File: config.mk
export PLATFORM = sky130hd
export DESIGN_NAME = irq_pend_bank
export DESIGN_NICKNAME = d
export VERILOG_FILES = /design/src/rtl/irq_pend_pkg.sv /design/src/rtl/irq_edge_det.sv /design/src/rtl/irq_pend_latch.sv /design/src/rtl/irq_pend_view.sv /design/src/rtl/irq_pend_bank.sv
export SDC_FILE = /design/constraint.sdc
export NUM_CORES = 1
export LEC_CHECK = 0
export ABC_AREA = 1
export BUFFER_PORTS_ARGS = -buffer_cell sky130_fd_sc_hd__buf_2
export CAP_MARGIN = 0
export CELL_PAD_IN_SITES_DETAIL_PLACEMENT = 1
export CELL_PAD_IN_SITES_GLOBAL_PLACEMENT = 1
export CORE_ASPECT_RATIO = 1.2
export CORE_MARGIN = 2
export CORE_UTILIZATION = 26
export DETAILED_ROUTE_END_ITERATION = 12
export MAX_ROUTING_LAYER = met4
export PLACE_DENSITY_LB_ADDON = 0.1
export RECOVER_POWER = 25
export SKIP_CTS_REPAIR_TIMING = 1
export SYNTH_ARGS = -nofsm -noshare
export SYNTH_HDL_FRONTEND = slang
export SYNTH_SLANG_ARGS = --single-unit
File: constraint.sdc
create_clock -name clk -period 1.7 [get_ports clk]
set_input_delay 0.17 -clock clk [delete_from_list [all_inputs] [get_ports clk]]
set_output_delay 0.17 -clock clk [all_outputs]
set_load 0.005 [all_outputs]
File: src/rtl/irq_pend_pkg.sv
package irq_pend_pkg;
  typedef enum logic {
    VIEW_LATCH = 1'b0,
    VIEW_CLEAR = 1'b1
  } dbg_view_e;
endpackage

File: src/rtl/irq_edge_det.sv
module irq_edge_det #(
  parameter int W = 32
) (
  input  logic         clk,
  input  logic         rst,
  input  logic [W-1:0] line_i,
  input  logic [W-1:0] edge_cfg_i,
  output logic [W-1:0] rise_o
);
  logic [W-1:0] prev_q;

  always_ff @(posedge clk) begin
    if (rst) prev_q <= '0;
    else     prev_q <= line_i;
  end

  assign rise_o = edge_cfg_i & line_i & ~prev_q;

  // a rise is only reported when the line was low in the previous cycle
  p_rise_needs_low_r2: assert property (@(posedge clk) disable iff (rst)
    1'b1 |=> ((rise_o & $past(line_i)) == '0));
endmodule

File: src/rtl/irq_pend_latch.sv
module irq_pend_latch #(
  parameter int W = 32
) (
  input  logic         clk,
  input  logic         rst,
  input  logic [W-1:0] valid_i,
  input  logic [W-1:0] set_i,
  input  logic [W-1:0] clr_i,
  input  logic [W-1:0] rise_i,
  input  logic         dbg_we_i,
  input  logic [W-1:0] dbg_wdata_i,
  output logic [W-1:0] lat_d_o,
  output logic [W-1:0] lat_q_o
);
  logic [W-1:0] lat_q;
  logic [W-1:0] lat_d;

  always_comb begin
    if (dbg_we_i) lat_d = dbg_wdata_i & valid_i;
    else          lat_d = ((lat_q & ~clr_i) | set_i | rise_i) & valid_i;
  end

  always_ff @(posedge clk) begin
    if (rst) lat_q <= '0;
    else     lat_q <= lat_d;
  end

  assign lat_d_o = lat_d;
  assign lat_q_o = lat_q;

  // a set-pending bit is latched even if clear or activation hit it too
  p_set_wins_r4: assert property (@(posedge clk) disable iff (rst)
    !dbg_we_i |=> ((lat_q & $past(set_i & valid_i)) == $past(set_i & valid_i)));

  // a cleared bit with no set or rise in the same cycle is dropped
  p_clear_drops_r3: assert property (@(posedge clk) disable iff (rst)
    !dbg_we_i |=> ((lat_q & $past(clr_i & ~set_i & ~rise_i)) == '0));

  // non-existent lines never latch
  p_invalid_latch_r8: assert property (@(posedge clk) disable iff (rst)
    1'b1 |=> ((lat_q & ~$past(valid_i)) == '0));
endmodule

File: src/rtl/irq_pend_view.sv
module irq_pend_view #(
  parameter int W = 32
) (
  input  logic         clk,
  input  logic         rst,
  input  logic [W-1:0] lat_d_i,
  input  logic [W-1:0] lat_q_i,
  input  logic [W-1:0] lvl_line_i,
  input  logic         dbg_rd_i,
  input  logic         dbg_view_clr_i,
  output logic [W-1:0] pend_o,
  output logic [W-1:0] dbg_rdata_o
);
  logic [W-1:0] pend_q;
  logic [W-1:0] rdata_q;

  always_ff @(posedge clk) begin
    if (rst) begin
      pend_q  <= '0;
      rdata_q <= '0;
    end else begin
      pend_q  <= lat_d_i | lvl_line_i;
      rdata_q <= (dbg_rd_i && !dbg_view_clr_i) ? lat_q_i : '0;
    end
  end

  assign pend_o      = pend_q;
  assign dbg_rdata_o = rdata_q;

  // a level line held high is visible as pending one cycle later
  p_level_visible_r5: assert property (@(posedge clk) disable iff (rst)
    1'b1 |=> ((pend_q & $past(lvl_line_i)) == $past(lvl_line_i)));

  // reads through the clear view return zero
  p_clear_view_raz_r7: assert property (@(posedge clk) disable iff (rst)
    (dbg_rd_i && dbg_view_clr_i) |=> (rdata_q == '0));
endmodule

File: src/rtl/irq_pend_bank.sv
module irq_pend_bank
  import irq_pend_pkg::*;
#(
  parameter int W          = 32,
  parameter int BANK_BASE  = 0,
  parameter int NUM_IRQS   = 28,
  parameter int RSVD_LINES = 16
) (
  input  logic         clk,
  input  logic         rst,
  input  logic [W-1:0] trig_edge_i,
  input  logic [W-1:0] line_i,
  input  logic         set_stb_i,
  input  logic [W-1:0] set_mask_i,
  input  logic         clr_stb_i,
  input  logic [W-1:0] clr_mask_i,
  input  logic [W-1:0] act_i,
  input  logic         dbg_wr_i,
  input  logic         dbg_rd_i,
  input  logic         dbg_view_i,
  input  logic [W-1:0] dbg_wdata_i,
  output logic [W-1:0] pend_o,
  output logic [W-1:0] raw_o,
  output logic [W-1:0] dbg_rdata_o
);
  localparam int BASE_ALIGN = 32;

  initial begin
    a_base_aligned: assert (BANK_BASE % BASE_ALIGN == 0)
      else $error("bank base not aligned");
  end

  logic [W-1:0] valid_m;
  logic [W-1:0] lvl_ok_m;

  for (genvar n = 0; n < W; n++) begin : g_mask
    assign valid_m[n]  = (BANK_BASE + n) < NUM_IRQS;
    assign lvl_ok_m[n] = ((BANK_BASE + n) < NUM_IRQS) && ((BANK_BASE + n) >= RSVD_LINES);
  end

  logic [W-1:0] line_eff;
  logic [W-1:0] set_v;
  logic [W-1:0] clr_v;
  logic [W-1:0] rise;
  logic [W-1:0] lat_d;
  logic [W-1:0] lat_q;
  logic         view_clr;
  logic         dbg_we;

  assign line_eff = line_i & lvl_ok_m;
  assign set_v    = (set_stb_i ? set_mask_i : '0) & valid_m;
  assign clr_v    = ((clr_stb_i ? clr_mask_i : '0) | act_i) & valid_m;
  assign view_clr = (dbg_view_e'(dbg_view_i) == VIEW_CLEAR);
  assign dbg_we   = dbg_wr_i && !view_clr;

  irq_edge_det #(.W(W)) u_edge (
    .clk        (clk),
    .rst        (rst),
    .line_i     (line_eff),
    .edge_cfg_i (trig_edge_i),
    .rise_o     (rise)
  );

  irq_pend_latch #(.W(W)) u_latch (
    .clk         (clk),
    .rst         (rst),
    .valid_i     (valid_m),
    .set_i       (set_v),
    .clr_i       (clr_v),
    .rise_i      (rise),
    .dbg_we_i    (dbg_we),
    .dbg_wdata_i (dbg_wdata_i),
    .lat_d_o     (lat_d),
    .lat_q_o     (lat_q)
  );

  irq_pend_view #(.W(W)) u_view (
    .clk            (clk),
    .rst            (rst),
    .lat_d_i        (lat_d),
    .lat_q_i        (lat_q),
    .lvl_line_i     (line_eff & ~trig_edge_i),
    .dbg_rd_i       (dbg_rd_i),
    .dbg_view_clr_i (view_clr),
    .pend_o         (pend_o),
    .dbg_rdata_o    (dbg_rdata_o)
  );

  assign raw_o = lat_q;

  // non-existent lines are zero on the visible vector
  p_invalid_zero_r8: assert property (@(posedge clk) disable iff (rst)
    1'b1 |=> ((pend_o & ~valid_m) == '0));

  // reserved low lines never become pending through the line input alone
  p_rsvd_no_line_r9: assert property (@(posedge clk) disable iff (rst)
    (!set_stb_i && !dbg_wr_i && ((raw_o & ~lvl_ok_m) == '0))
      |=> ((raw_o & ~lvl_ok_m) == '0));
endmodule

==> run_results.csv <==
group,metric,value,unit
status,status,"complete, no violations",
global_route,grt_pass1_wl,17400,um
die,die_y,130,um
finish,drive_gt1_share,35.7,%
synth,synth_warnings,0,
global_route,overflow,0,
routing,vias_per_cell,4.20,
finish,multiInputGateArea,1180,sq um
synth,synth_edf_count,0,
finish,final.fill_count,1692,
pwr,power,4.47,mW
clock_tree,cts.sinks,80,
worst_setup_path,required,1.98,ns
clock_tree,numCtsBuffers,9,
timing,fmax,885,MHz
timing,hold_viol_final,0,
timing,setup_viol,0,
worst_setup_path,critPathLaunchType,"primary input",
die,core-area,12700,sq um
placement,placement.io_buffers,226,
finish,final_cells,845,
worst_setup_path,cp-startpoint,"dbg_view_i",
clock_tree,clk_path_buf_depth,2,
die,boundaryPins,295,
routing,dr.pass1.iters,3,
finish,seqCellArea,1600,sq um
run,max_cap_viol_count,0,
global_route,grt_pass1_vias,3527,
global_route,grt_usage,17.1,%
worst_hold_path,hold_path.class,"in2reg",
worst_setup_path,crit_buf_inv,3,
worst_setup_path,criticalPathCategory,"in2reg",
worst_hold_path,hp-start,"line_i[21]",
synth,synth_top_cell_by_area,"dfxtp_1",
synth,avgSynthCellArea,7.26,sq um
global_route,grt_start_max_net_pins,29,
timing,drv_slew,0,
die,die_width,109,um
timing,period_minus_slack,1.13,ns
timing,setup_slack,0.570,ns
placement,place_inst,832,
finish,diodes,0,
synth,synth.distinct_cells,21,
routing,drtAntennaViolNets,0,
die,fp-row-count,45,
routing,num_vias,3553,
worst_setup_path,rr_startpoint,"u_latch.lat_q_o[18]$_SDFF_PP0_",
worst_setup_path,path_cells,"clkbuf_1 > inv_1 > nand3_1 > buf_12 > nor2_1",
worst_setup_path,crit_fanout,16,
clock_tree,cts_tree,"yes",
routing,drc_errors,0,
die,start_util,26.9,%
timing,worst-slew-pin-transition,0.726,ns
die,dieArea,14100,sq um
pwr,p_per_area,937,nW/um^2
worst_setup_path,crit_slowest_cell,"nand3_1",
routing,drt-initial-drc-count,46,
placement,dp_hpwl,9020,um
synth,async_reset_ff_share,0,%
synth,synth.area.top_cells,"dfxtp_1 47%, inv_1 9.8%, nand2_1 9.7%",
pwr,p_leak,2.77,nW
timing,fin_worst_skew,0.00797,ns
pwr,ir_worst_vdd,0.000390,V
timing,fin_tns_setup,0,ns
clock_tree,h-tree-depth,3,
synth,syn_area,3420,sq um
clock_tree,root_buffer,"clkbuf_16",
finish,area_growth_syn_to_layout,39.6,%
worst_setup_path,slowest_delay,0.50,ns
worst_setup_path,cp-end-kind,"flip-flop",
synth,ys_seq_elements,80,
timing,fin_crit_sh,66.5,%
synth,yosysMostFrequentCell,"inv_1",
timing,rsz0062_at_grt,"false",
routing,wl_per_cell,14.1,um
placement,preCtsSetupSlack,0.449,ns
finish,nNetsFinal,878,
synth,synth_top_area_share,46.9,%
clock_tree,clk_pin_slew_worst_paths,0.06,ns
synth,ys_top_cells_by_count,"89 x inv_1, 88 x nand2_1, 80 x dfxtp_1",
global_route,antenna_found_initial,0,
worst_setup_path,path_delay_family,"buffers and inverters",
placement,routabilityCongestion,0.749,
finish,utilization,37.5,%
worst_setup_path,arrival,1.41,ns
clock_tree,clk_latency,0.34,ns
routing,routed_wirelength,11900,um
synth,synth_cells,471,
synth,ys_seq_area_share,46.9,%
timing,relSlewSlack,51.6,%
synth,synth-main-ff-cell,"dfxtp_1",
==> worst register-to-register path, cell delays in order (launching register included) <==
cell and delay, ns:
dfxtp_1 0.32, inv_1 0.10, nor2_1 0.05, nand2_1 0.05
nand3_1 0.07, nand2_1 0.09, nand2_1 0.05
==> routing by layer <==
metal	global-route usage [%]	part of all wire (%)
met4	7.54	1.8
met3	2.36	5.4
met1	18.6	41
met2	30.7	52
met5	-	0
==> power by group <==
group / switching, mW / internal [mW] / leakage (nW)
registers: 0.0539 / 1.99 / 0.660
logic: 0.345 / 0.307 / 1.98
clock network: 0.736 / 1.04 / 0.130
==> cells in the final DEF, fill, tap and decap left out <==
master	n
clkinv_2	1
nor2_8	1
inv_1	90
clkbuf_1	4
buf_12	2
buf_4	1
o21ai_0	24
inv_2	1
nand2_2	1
o21ai_1	3
o21ai_2	1
clkbuf_16	9
dfxtp_1	80
conb_1	12
nand3_1	13
nand2_1	88
a21oi_1	48
buf_2	224
nand3b_1	12
clkbuf_8	2
nor2_1	64
==> final cells by class <==
type	count	area share, %
clock buffer	12	5.38
clock inverter	1	0.105
inverter	91	7.16
multi-input combinational	267	24.8
sequential	80	33.6
tap	164	4.30
timing repair buffer	230	24.7
==> worst paths after layout <==
kind,endpoint,slack (ns),depth (start not counted)
worst max-delay path,u_view.dbg_rdata_o[4]$_SDFF_PP0_,0.57,5
worst min register to register,u_view.dbg_rdata_o[16]$_SDFF_PP0_,0.45,2
worst min-delay path,u_edge.prev_q[21]$_SDFF_PP0_,0.06,3
worst max register to register,u_view.pend_o[18]$_SDFF_PP0_,0.88,6
==> state kept, by name, indices dropped and copies added (netlist names) <==
signal and flops:
u_view.pend_o 12, u_edge.prev_q 12, u_latch.lat_q_o 28, u_view.dbg_rdata_o 28
==> kinds of logic (layout without fill, tap and decap cells) <==
family,Yosys count,count (layout),share of synthesized area [%]
flops,80,80,46.9
other cells,1,12,0.110
simple gates,179,179,22.3
compound gates,76,76,11.2
buf+inv,135,334,19.5
==> metrics by stage <==
stage / hold slack (ns) / cell area [sq um]
floorplan: 0.253 / 3460
global placement: 0.407 / 4530
detailed placement: 0.416 / 4530
CTS: 0.0514 / 4790
global route: 0.0569 / 4770
finish: 0.0565 / 4770
(Power assumes the default switching activity.)
